**src/rtl/qwdma_pkg.sv**
```systemverilog
package qwdma_pkg;
    localparam int REG_W     = 32;
    localparam int START_BIT = 8;
    localparam int MODE_LSB  = 2;
    localparam logic [1:0] MODE_NORMAL = 2'b00;

    localparam logic [1:0] SEL_CTRL  = 2'd0;
    localparam logic [1:0] SEL_ADDR  = 2'd1;
    localparam logic [1:0] SEL_COUNT = 2'd2;

    typedef enum logic [2:0] {
        ST_IDLE = 3'd0,
        ST_REQ  = 3'd1,
        ST_WAIT = 3'd2,
        ST_SEND = 3'd3,
        ST_ZERO = 3'd4
    } seq_state_e;
endpackage

```
**src/rtl/qwdma_start_check.sv**
```systemverilog
module qwdma_start_check
    import qwdma_pkg::*;
#(
    parameter int CNT_W      = 16,
    parameter int ALIGN_BITS = 4
) (
    input  logic [1:0]            mode_i,
    input  logic [ALIGN_BITS-1:0] addr_lo_i,
    input  logic [CNT_W-1:0]      cnt_i,
    output logic                  reject_o,
    output logic                  empty_o
);
    always_comb begin
        reject_o = (mode_i != MODE_NORMAL) || (addr_lo_i != '0);
        empty_o  = (cnt_i == '0);
    end
endmodule

```
**src/rtl/qwdma_beat_buf.sv**
```systemverilog
module qwdma_beat_buf #(
    parameter int DATA_W = 128
) (
    input  logic              clk,
    input  logic              rst_n,
    input  logic              load_i,
    input  logic [DATA_W-1:0] data_i,
    input  logic              ready_i,
    output logic              valid_o,
    output logic [DATA_W-1:0] data_o
);
    typedef struct packed {
        logic              full;
        logic [DATA_W-1:0] data;
    } buf_t;

    buf_t buf_d, buf_q;

    always_comb begin
        buf_d = buf_q;
        if (buf_q.full && ready_i) begin
            buf_d.full = 1'b0;
        end
        if (load_i) begin
            buf_d.full = 1'b1;
            buf_d.data = data_i;
        end
    end

    always_ff @(posedge clk) begin
        if (!rst_n) begin
            buf_q <= '0;
        end else begin
            buf_q <= buf_d;
        end
    end

    assign valid_o = buf_q.full;
    assign data_o  = buf_q.data;
endmodule

```
**src/rtl/qwdma_seq.sv**
```systemverilog
module qwdma_seq
    import qwdma_pkg::*;
#(
    parameter int CNT_W  = 16,
    parameter int DATA_W = 128
) (
    input  logic             clk,
    input  logic             rst_n,
    input  logic             wr_en_i,
    input  logic [1:0]       wr_sel_i,
    input  logic [REG_W-1:0] wr_data_i,
    input  logic             reject_i,
    input  logic             empty_i,
    input  logic             rsp_valid_i,
    input  logic             pop_i,
    output logic             mem_req_o,
    output logic [30:0]      mem_addr_o,
    output logic             load_o,
    output logic [REG_W-1:0] ctrl_o,
    output logic [REG_W-1:0] addr_o,
    output logic [CNT_W-1:0] cnt_o,
    output logic             err_o
);
    localparam int BEAT_BYTES = DATA_W / 8;

    typedef struct packed {
        seq_state_e       st;
        logic [REG_W-1:0] ctrl;
        logic [REG_W-1:0] addr;
        logic [CNT_W-1:0] cnt;
        logic             err;
    } seq_t;

    seq_t s_d, s_q;

    always_comb begin
        s_d       = s_q;
        mem_req_o = 1'b0;
        load_o    = 1'b0;
        case (s_q.st)
            ST_IDLE: begin
                if (wr_en_i) begin
                    case (wr_sel_i)
                        SEL_CTRL: begin
                            s_d.ctrl = wr_data_i;
                            if (wr_data_i[START_BIT]) begin
                                if (reject_i) begin
                                    s_d.ctrl[START_BIT] = 1'b0;
                                    s_d.err             = 1'b1;
                                end else if (empty_i) begin
                                    s_d.st = ST_ZERO;
                                end else begin
                                    s_d.st = ST_REQ;
                                end
                            end
                        end
                        SEL_ADDR:  s_d.addr = wr_data_i;
                        SEL_COUNT: s_d.cnt  = wr_data_i[CNT_W-1:0];
                        default: ;
                    endcase
                end
            end
            ST_REQ: begin
                mem_req_o = 1'b1;
                s_d.st    = ST_WAIT;
            end
            ST_WAIT: begin
                if (rsp_valid_i) begin
                    load_o = 1'b1;
                    s_d.st = ST_SEND;
                end
            end
            ST_SEND: begin
                if (pop_i) begin
                    s_d.addr[30:0] = s_q.addr[30:0] + 31'(BEAT_BYTES);
                    s_d.cnt        = s_q.cnt - CNT_W'(1);
                    if (s_q.cnt == CNT_W'(1)) begin
                        s_d.ctrl[START_BIT] = 1'b0;
                        s_d.st              = ST_IDLE;
                    end else begin
                        s_d.st = ST_REQ;
                    end
                end
            end
            ST_ZERO: begin
                s_d.ctrl[START_BIT] = 1'b0;
                s_d.st              = ST_IDLE;
            end
            default: s_d.st = ST_IDLE;
        endcase
    end

    always_ff @(posedge clk) begin
        if (!rst_n) begin
            s_q.st   <= ST_IDLE;
            s_q.ctrl <= '0;
            s_q.addr <= '0;
            s_q.cnt  <= '0;
            s_q.err  <= 1'b0;
        end else begin
            s_q <= s_d;
        end
    end

    assign mem_addr_o = s_q.addr[30:0];
    assign ctrl_o     = s_q.ctrl;
    assign addr_o     = s_q.addr;
    assign cnt_o      = s_q.cnt;
    assign err_o      = s_q.err;
endmodule

```
**src/rtl/qwdma_channel.sv**
```systemverilog
module qwdma_channel
    import qwdma_pkg::*;
#(
    parameter int DATA_W = 128,
    parameter int CNT_W  = 16
) (
    input  logic              clk,
    input  logic              rst_n,
    input  logic              cfg_wr_en,
    input  logic [1:0]        cfg_wr_sel,
    input  logic [31:0]       cfg_wr_data,
    output logic [31:0]       ctrl_rd,
    output logic [31:0]       addr_rd,
    output logic [31:0]       count_rd,
    output logic              err_flag,
    output logic              mem_req,
    output logic [30:0]       mem_addr,
    input  logic              mem_rsp_valid,
    input  logic [DATA_W-1:0] mem_rsp_data,
    output logic              st_valid,
    output logic [DATA_W-1:0] st_data,
    input  logic              st_ready
);
    localparam int ALIGN_BITS = $clog2(DATA_W / 8);

    logic             reject, empty, load, pop;
    logic [CNT_W-1:0] cnt;

    assign pop = st_valid && st_ready;

    qwdma_start_check #(
        .CNT_W      (CNT_W),
        .ALIGN_BITS (ALIGN_BITS)
    ) u_check (
        .mode_i    (cfg_wr_data[MODE_LSB +: 2]),
        .addr_lo_i (addr_rd[ALIGN_BITS-1:0]),
        .cnt_i     (cnt),
        .reject_o  (reject),
        .empty_o   (empty)
    );

    qwdma_seq #(
        .CNT_W  (CNT_W),
        .DATA_W (DATA_W)
    ) u_seq (
        .clk         (clk),
        .rst_n       (rst_n),
        .wr_en_i     (cfg_wr_en),
        .wr_sel_i    (cfg_wr_sel),
        .wr_data_i   (cfg_wr_data),
        .reject_i    (reject),
        .empty_i     (empty),
        .rsp_valid_i (mem_rsp_valid),
        .pop_i       (pop),
        .mem_req_o   (mem_req),
        .mem_addr_o  (mem_addr),
        .load_o      (load),
        .ctrl_o      (ctrl_rd),
        .addr_o      (addr_rd),
        .cnt_o       (cnt),
        .err_o       (err_flag)
    );

    qwdma_beat_buf #(
        .DATA_W (DATA_W)
    ) u_buf (
        .clk     (clk),
        .rst_n   (rst_n),
        .load_i  (load),
        .data_i  (mem_rsp_data),
        .ready_i (st_ready),
        .valid_o (st_valid),
        .data_o  (st_data)
    );

    assign count_rd = 32'(cnt);
endmodule

```
**config.mk**
```make
export PLATFORM = sky130hd
export DESIGN_NAME = qwdma_channel
export DESIGN_NICKNAME = d
export VERILOG_FILES = /design/src/rtl/qwdma_pkg.sv /design/src/rtl/qwdma_start_check.sv /design/src/rtl/qwdma_beat_buf.sv /design/src/rtl/qwdma_seq.sv /design/src/rtl/qwdma_channel.sv
export SDC_FILE = /design/constraint.sdc
export NUM_CORES = 1
export LEC_CHECK = 0
export BUFFER_PORTS_ARGS = -buffer_cell sky130_fd_sc_hd__clkbuf_2
export CORE_AREA = 2 2 166 168
export DETAILED_ROUTE_END_ITERATION = 8
export DIE_AREA = 0 0 168 170
export HOLD_SLACK_MARGIN = 0.12
export PLACE_DENSITY = 0.67
export SLEW_MARGIN = 20
export SYNTH_ARGS = -nofsm -noshare
export SYNTH_HDL_FRONTEND = slang
export SYNTH_HIERARCHICAL = 1
export SYNTH_SLANG_ARGS = --single-unit
```
**constraint.sdc**
```tcl
create_clock -name clk -period 5.2 [get_ports clk]
set_clock_uncertainty 0.05 [all_clocks]
set_input_delay 0.26 -clock clk [delete_from_list [all_inputs] [get_ports clk]]
set_output_delay 0.26 -clock clk [all_outputs]
set_load 0.02 [all_outputs]
```
==> metrics list, run 1 <==
- Of the cells placed in the final design, the portion with a size suffix greater than 1 is around 30%.
- Setup repair after global routing missed its margin: false
- Post-CTS timing repair inserted 0 buffers for setup.
- Placement Setup Slack: 2.88 ns
* Depth of the CTS H-tree: 1
- Gates resized, CTS repair: 0
- By area, the combinational part of the netlist is dominated by simple AND/OR/NAND/NOR gates.
- Number of fill cells in the layout: between 2000 and 2500
- The worst register-to-register path has a depth of 5.
- Antenna violations before repair: 2
- Placer congestion estimate: approximately 0.85
- The final layout contains routed wiring with a total length of around 36000 µm.
- In this run the core area contains 60 standard-cell rows.
- Leakage power: between 5 and 6 nW
- Fraction of synthesis flops using an asynchronous set or reset pin: 0%
- Fin. max-slew vios: 0
- Outcome: complete, no violations
* CP Class: reg2reg
* Routed Antenna Nets: 0
- Registers take around 0.0043 mm².
- The synthesized design contains 0 enable-type register cells.
- Clock latency reported for the late side of the worst-skew pair: between 0.5 and 0.6 ns
* Die Span X: around 170 µm
* Setup slack, reg-to-reg: around 2.7 ns
- Relative to the synthesized area, the layout overhead comes to 33.6%.
* Post-synthesis compound-gate area fraction: 11.2%
- The first global-routing pass estimated about 54000 µm of wire.
* Number of nets in the final layout: roughly 1700
* Overall power consumption: between 3 and 4 mW
* Placed Area: around 0.012 mm²
* Count of boundary I/O pins: ~430
* Cell area power density: between 200 and 300 mW/mm²
- Area enclosed by the die boundary: 0.0286 mm²
- Startpoint class of the critical path: register
* Vert. Die Dim: approximately 170 µm
* Via/cell ratio: 5.20
- met2 is the most crowded layer.
* Worst hold-check slack: ~0.15 ns
* Share of synthesized area spent on multiplexers: approximately an eighth
* CP Cell Sequence: nand2_1, nor3_2, buf_12, mux2i_1, nor2b_1
- Total track usage: between 20% and 30%
- STA classifies the critical path endpoint as a register.
- The routed layout has ~10000 vias.
- Warnings from Yosys: 6
* Global-route track usage on met2: 39.8%
* Final min period: about 2.5 ns
- Summed over all layers, the global routing overflow is 0.
- Highest-count cells in the layout ignoring fill and taps: 407 x clkbuf_2, 213 x dfxtp_1, 160 x dlygate4sd3_1, 134 x mux2i_1, 133 x nor2b_1
- Along the worst path, the maximum fanout reaches ~130.
- Worst flop-to-flop path startpoint: u_seq/s_q[82]$_SDFFE_PN0P_
* Class of the tightest hold or removal check: in2reg
- The number of hold-slack violations in the final timing report is 0.
- Summing every instance area after synthesis gives around 0.010 mm².
* Max Cap Violations: 0
* Critical path data required time: approximately 5.5 ns
- Measured against its own limit, the worst slew margin works out to 29.8%.
- Clock tree synthesis selected as its root buffer the cell clkbuf_16.
- DP HPWL: between 20000 and 25000 µm
* Met3 global-route usage: 5.14%
- The pre-antenna-repair detailed-routing pass consisted of 6 iterations.
- Entering global routing, the biggest net connects 130 pins.
* Share of synthesized cell area in full adder, half adder and majority cells: less than 1%
- Yosys mapped the design onto between 60 and 70 distinct sky130hd cell types.
- Worst setup path startpoint: u_seq/s_q[82]$_SDFFE_PN0P_
* Fraction of synthesized cell area in xor and xnor cells: 0%
* Flops & latches, synth: ~210
* Portion of the clock cycle consumed by the worst path in the final layout: 48.0%
- Data arrives at the worst endpoint at approximately 2.8 ns.
- Mean instance size in the synthesized netlist: ~9.2 µm²
* Gate Count Post-Synth: 1134
* TritonCTS clock tree: yes
- Dividing the detail-routed wire length by the instance count gives approximately 19 µm.
- Setup slack on the critical path of the routed design comes to around 2.7 ns.
- The worst-case IR drop observed on VDD is around 0.18 mV.
* Stage delay of the slowest cell on the critical path: slightly below 0.7 ns
* Leading cell type in the layout, fill and taps excluded: clkbuf_2
- Worst setup path end: u_buf/data_o[8]$_SDFFE_PN0P_
- Sinks on Clock Net: between 200 and 250
* Remaining DRCs: 0
- Initial cell density of the core: between 30% and 40%
* Top flip-flop cell by instance count after synthesis: dfxtp_1
- Simple-gate area share of the yosys netlist: between 20% and 30%
- In the final timing run, aggregate negative setup slack is 0 ns.
- Met1 Use GR: 28.7%
- Total core area: around 0.027 mm²
- The number of global-route vias before repair came to 9400.
- Post-route cell area: around 0.014 mm²
- Number of buffers created by CTS: 24
- Max Buffers Root-to-Sink: 3
- IO Port Bufs: 408
* Clock transition at the registers of the reported paths: 0.06 ns
- On the critical path, the stage with the largest delay is an instance of dfxtp_1.
- The detailed router finished its first iteration with between 800 and 900 violations.
- Setup violations remaining at the end of the flow were counted as 0.
- At the pin with the least slew margin, the transition time is ~1.1 ns.
- Reg-to-reg endpoint: u_buf/data_o[8]$_SDFFE_PN0P_
* Max Freq: about 400 MHz
- Summing the sequential cell areas from Yosys gives around two fifths of the chip area.
- Area occupied by multi-input gates: ~0.0048 mm²
-- final cells by class --
cell class	count	share of cell area, %
Sequential cell	213	30.5
Clock buffer	31	4.85
Inverter	7	0.188
Antenna cell	2	0.0358
Tap cell	341	3.05
Multi-Input combinational cell	729	34.0
Timing Repair Buffer	576	26.6
Clock inverter	11	0.796
-- cell families after synthesis --
group                      after synthesis
muxes                                  134
and+or+nand+nor                        390
adders and majority gates                3
AOI/OAI and AO/OA                      186
other                                    1
DFF                                    213
buffers and inverters                  207
-- synthesized netlist by cell type, drive strengths merged (8+ instances only) --
cell type	count	area, µm²
nor4	17	128
a31oi	13	81.3
mux2i	134	1340
o21ai	29	156
a21oi	78	398
dfxtp	213	4260
clkbuf	41	154
nand2	101	379
and3	16	100
nor2b	133	832
o211ai	11	82.6
nor2	38	150
buf	159	1330
nand3	32	160
nand4	8	50.1
nor3	16	96.4
-- worst min-delay path by stage --
stage | from | end | slack (ns) | depth (start not counted)
6_report | cfg_wr_data[8] | u_seq/cnt_o[8]$_SDFFE_PN0P_ | 0.15 | 4
5_1_grt | cfg_wr_data[8] | u_seq/cnt_o[8]$_SDFFE_PN0P_ | 0.14 | 4
4_1_cts | cfg_wr_data[8] | u_seq/cnt_o[8]$_SDFFE_PN0P_ | 0.14 | 4
3_5_place_dp | u_seq/ctrl_o[21]$_SDFFE_PN0P_ | u_seq/ctrl_o[21]$_SDFFE_PN0P_ | 0.40 | 2
3_3_place_gp | u_seq/ctrl_o[2]$_SDFFE_PN0P_ | u_seq/ctrl_o[2]$_SDFFE_PN0P_ | 0.39 | 2
2_1_floorplan | cfg_wr_data[27] | u_seq/addr_o[27]$_SDFFE_PN0P_ | 0.34 | 2
-- power by group --
group | total, mW | internal (mW) | switching, mW
clock network | 1.71 | 1.02 | 0.692
logic | 0.394 | 0.193 | 0.201
registers | 1.68 | 1.65 | 0.0247
total | 3.78 | 2.86 | 0.919
-- routing by layer --
| layer | wire [µm] | vias to the layer above |
|---|---|---|
| met5 | 0 | - |
| met4 | 1610 | 0 |
| met3 | 2970 | 107 |
| met2 | 17400 | 525 |
| met1 | 14100 | 4651 |
| li1 | - | 4655 |
-- through the flow --
step                      util, %  std cells
after floorplan                 -       1149
after global placement       43.5       1706
after detailed placement     43.5       1706
final                        52.5       1910
after global routing         52.5       1910
after CTS                    52.5       1908
-- worst max-delay path: cells and delay by family, from the launching register on --
| family | cells | cell delay [ns] |
|---|---|---|
| muxes | 1 | 0.35 |
| buffers and inverters | 1 | 0.56 |
| and+or+nand+nor | 3 | 0.42 |
| DFF | 1 | 0.69 |
-- what timing repair did --
item                       in CTS  in global routing
hold buffers                  160                  0
setup endpoints to repair       0                  0
hold endpoints to repair      187                  0
-- state kept, by name, indices dropped and copies added (netlist names) --
signal and cells:
u_buf/data_o 128, u_seq/s_q 3, u_seq/err_o 1, u_buf/valid_o 1, u_seq/ctrl_o 32, u_seq/cnt_o 16, u_seq/addr_o 32
No activity file was read; power rests on OpenSTA's default activity.
==> inputs of run 2 (changes only) <==
--- a/config.mk
+++ b/config.mk
@@ -5,12 +5,13 @@
 export SDC_FILE = /design/constraint.sdc
 export NUM_CORES = 1
 export LEC_CHECK = 0
+export ABC_AREA = 1
 export BUFFER_PORTS_ARGS = -buffer_cell sky130_fd_sc_hd__clkbuf_2
-export CORE_AREA = 2 2 166 168
+export CORE_AREA = 2 2 163 165
 export DETAILED_ROUTE_END_ITERATION = 8
-export DIE_AREA = 0 0 168 170
+export DIE_AREA = 0 0 165 167
 export HOLD_SLACK_MARGIN = 0.12
-export PLACE_DENSITY = 0.67
+export PLACE_DENSITY = 0.69
 export SLEW_MARGIN = 20
 export SYNTH_ARGS = -nofsm -noshare
 export SYNTH_HDL_FRONTEND = slang
==> constraint.sdc (replaced) <==
create_clock -name clk -period 2.6 [get_ports clk]
set_clock_uncertainty 0.05 [all_clocks]
set_input_delay 0.13 -clock clk [delete_from_list [all_inputs] [get_ports clk]]
set_output_delay 0.13 -clock clk [all_outputs]
set_load 0.02 [all_outputs]
==> metrics list, run 2 <==
- Outcome: complete, no violations (unchanged)
- The clock root buffer is clkbuf_16 (unchanged).
* Max Buffers Root-to-Sink: 3 (unchanged)
* Mean instance size in the synthesized netlist: 7.01 µm² (was 9.23 µm²)
- Depth of the CTS H-tree: 1 (unchanged)
- CP Cell Sequence: inv_1, nor3_1, inv_1, nor2_4, inv_4, nor2_1, nor2_1, dlygate4sd3_1 (was nand2_1, nor3_2, buf_12, mux2i_1, nor2b_1).
- The dominant synthesized flop cell is dfxtp_1 (unchanged).
- The synthesized netlist cell count was 1486 (was 1134).
* Fin. max-slew vios: 0 (unchanged)
- Flops & latches, synth: 213 (unchanged)
- The net count reported at finish is 2087 (was 1721).
* Critical path data required time: 2.95 ns (was 5.54 ns)
* Fraction of synthesis flops using an asynchronous set or reset pin: 0% (unchanged)
- TritonCTS clock tree: yes (unchanged)
- The number of input and output port buffers inserted came to 408 (unchanged).
- The maximum vdd ir drop came to 0.416 mV (was 0.183 mV).
- The register area share after synthesis came to 40.9% (was 40.7%).
* Aggregate global routing overflow: 0 (unchanged)
* Final min period: 2.40 ns (was 2.50 ns)
- The sum of negative setup slack was 0 ns (unchanged).
- Count of boundary I/O pins: 425 (unchanged)
- Vias in the first global route: 10955 (was 9400)
- Total wire length: 38300 µm (was 36100 µm)
* CP arrival: 2.74 ns (was 2.83 ns)
- The most common cell after layout, fill and taps aside is nor2_1 (was clkbuf_2).
* CP Class: reg2reg (unchanged)
* Cell area after synthesis: 0.0104 mm² (was 0.0105 mm²)
- The HPWL reported at the end of detailed placement came to 24500 µm (was 23800 µm).
- Worst Hold Depth: 4 (unchanged)
- Slew at the pin with the worst max-slew slack: 0.807 ns (was 1.05 ns)
- The vertical die dimension was 167 µm (was 170 µm).
- The count of different cell masters after synthesis came to 41 (was 64).
- Largest fanout on the critical path: 73 (was 129)
* Antenna violations before repair: 3 (was 2)
- The placeable core region came to 0.0258 mm² (was 0.0267 mm²).
* Setup repair after global routing missed its margin: false (unchanged)
- The peak per-stage delay on the critical path was 0.54 ns (was 0.69 ns).
- The share of cells above drive strength 1 is 25.9% (was 29.9%).
- Dominant cells by area after synthesis: dfxtp_1 41%, nor2_1 15%, o21ai_0 9.8% (was dfxtp_1 41%, mux2i_1 13%, buf_4 9.3%)
- Number of buffers created by CTS: 25 (was 24)
- Max Cap Violations: 0 (unchanged)
* Routed Antenna Nets: 0 (unchanged)
* Via/cell ratio: 5.03 (was 5.20)
- Average wire per cell in the routed design: 16.9 µm (was 18.9 µm)
* Utilization after layout: 55.3% (was 52.5%)
- Remaining DRCs: 0 (unchanged)
* Leakage power: 6.91 nW (was 5.73 nW)
* Area enclosed by the die boundary: 0.0276 mm² (was 0.0286 mm²)
- The cell row count was 59 (was 60).
- The Yosys warning count is 6 (unchanged).
* Cell area power density: 564 mW/mm² (was 270 mW/mm²)
* Class of the tightest hold or removal check: in2reg (unchanged)
- Post-synth EDFFs: 0 (unchanged)
- Slowest cell on crit path: dlygate4sd3_1 (was dfxtp_1)
- The flip-flop count of the largest register, all copies and words added came to 128 (unchanged).
- Growth of design area from synthesis to finish: 36.7% (was 33.6%)
* Worst reg2reg path depth: 8 (was 5)
* First-pass iteration count of the detailed router: 6 (unchanged)
- Largest net degree at the start of global routing: 129 (was 130)
* Startpoint class of the critical path: register (unchanged)
* Sinks on Clock Net: 213 (unchanged)
- The starting utilization of the core area is 40.4% (was 39.3%).
- The first-pass GRT wire length was 57700 µm (was 53700 µm).
- Total track usage: 26.2% (was 23.5%)
- Max Freq: 417 MHz (was 401 MHz)
- Highest-count cells in the layout ignoring fill and taps: 414 x nor2_1, 407 x clkbuf_2, 213 x dfxtp_1, 204 x o21ai_0, 192 x nand2_1 (was 407 x clkbuf_2, 213 x dfxtp_1, 160 x dlygate4sd3_1, 134 x mux2i_1, 133 x nor2b_1).
- The number of vias after detailed routing was 11444 (was 9938).
* Placer congestion estimate: 0.890 (was 0.853)
- Number of endpoints with negative hold slack in the final report: 0 (unchanged)
- The type of element capturing the critical path is a register (unchanged).
- Number of buffers inserted to repair setup after CTS: 0 (unchanged)
- Max_slew headroom: 46.2% (was 29.8%)
- The final clock period utilization by the worst path came to 92.2% (was 48.0%).
* Die Span X: 165 µm (was 168 µm)
- Finish-stage setup viols: 0 (unchanged)
- DRC marker count from the first detailed-route iteration: 1013 (was 839)
- The clock transition at the registers of the reported paths was 0.06 ns (about the same).
- Top-count cell post-synth: nor2_1 (was dfxtp_1)
- Area share of the largest cell type after synthesis: 40.9% (was 40.7%)
* Biggest area consumer among synthesized cells: dfxtp_1 (unchanged)
* Clock latency reported for the late side of the worst-skew pair: 0.53 ns (was 0.52 ns)
- Top cells by count, synth: 415 x nor2_1, 213 x dfxtp_1, 204 x o21ai_0 (was 213 x dfxtp_1, 134 x mux2i_1, 133 x nor2b_1)
[run 2: changes by cell type after synthesis, moves of 19 or more]
cell     change
nand2_1     +91
inv_1       +70
a21oi_1     -29
o21ai_0    +176
mux2i_1    -134
nor2_1     +378
nor2b_1    -133
nand3_1     +19
[run 2: worst max-delay path: cells and delay by family, from the launching register on]
| kind | cells | cell delay [ns] |
|---|---|---|
| buffers and inverters | 4 | 1.04 |
| flip-flops | 1 | 0.40 |
| AND/OR/NAND/NOR | 4 | 0.72 |
[run 2: power breakdown]
group	total (mW)	switching (mW)	internal [mW]
Clock	3.77	1.47	2.30
Sequential	3.37	0.0575	3.32
Combinational	0.890	0.486	0.404
[run 2: stage by stage]
step                instance area [µm²]  instances  hold slack [ns]  setup WS [ns]  power (mW)
detailed placement                11700       2057            0.310          0.589        4.12
finish                            14200       2273            0.325          0.202        8.04
global route                      14200       2272            0.326         0.0179        8.34
CTS                               14200       2270            0.287          0.162        8.08
global placement                  11700       2057            0.300          0.621        4.11
floorplan                         10500       1501            0.215          0.953        3.92
[run 2: path summary, 6_finish.rpt]
check                                  endpoint  slack [ns]                       start
setup reg to reg  u_buf/data_o[82]$_SDFFE_PN0P_        0.20  u_seq/s_q[82]$_SDFFE_PN0P_
hold reg to reg      u_buf/valid_o$_SDFFE_PN0P_        0.43  u_buf/valid_o$_SDFFE_PN0P_
hold / removal    u_buf/data_o[86]$_SDFFE_PN0P_        0.33            mem_rsp_data[86]
setup / recovery  u_buf/data_o[82]$_SDFFE_PN0P_        0.20  u_seq/s_q[82]$_SDFFE_PN0P_
[run 2: layout make-up]
class / instances / area [µm²]
Multi-Input combinational cell: 1002 / 4480
Antenna cell: 2 / 5.00
Inverter: 85 / 329
Clock inverter: 16 / 218
Sequential cell: 213 / 4260
Clock buffer: 30 / 654
Timing Repair Buffer: 590 / 3870
Tap cell: 335 / 419
Fill cell: 2311 / 11500
[run 2: kinds of logic after synthesis]
| family | count (synthesis) | share of synthesized area, % |
|---|---|---|
| flip-flops | 213 | 40.9 |
| other | 1 | 0.0360 |
| adder cells (fa/ha/maj) | 3 | 0.360 |
| AO/OA/AOI/OAI | 270 | 13.4 |
| buffers and inverters | 286 | 16.7 |
| XOR/XNOR | 14 | 1.18 |
| AND/OR/NAND/NOR | 699 | 27.4 |
[run 2: timing repair]
item | CTS | global route
endpoints found under the hold margin | 209 | 0
hold buffers | 167 | 0
endpoints found under the setup margin | 0 | 1
gates resized for setup | 0 | 2
[run 2: per-layer routing]
layer / up-vias / global-route usage [%] / routed length (µm)
met4: 4 / 12.4 / 1810
met5: - / 0 / 24
met2: 592 / 46.3 / 18900
met3: 126 / 5.63 / 3120
met1: 5260 / 29.7 / 14500
li1: 5462 / - / -
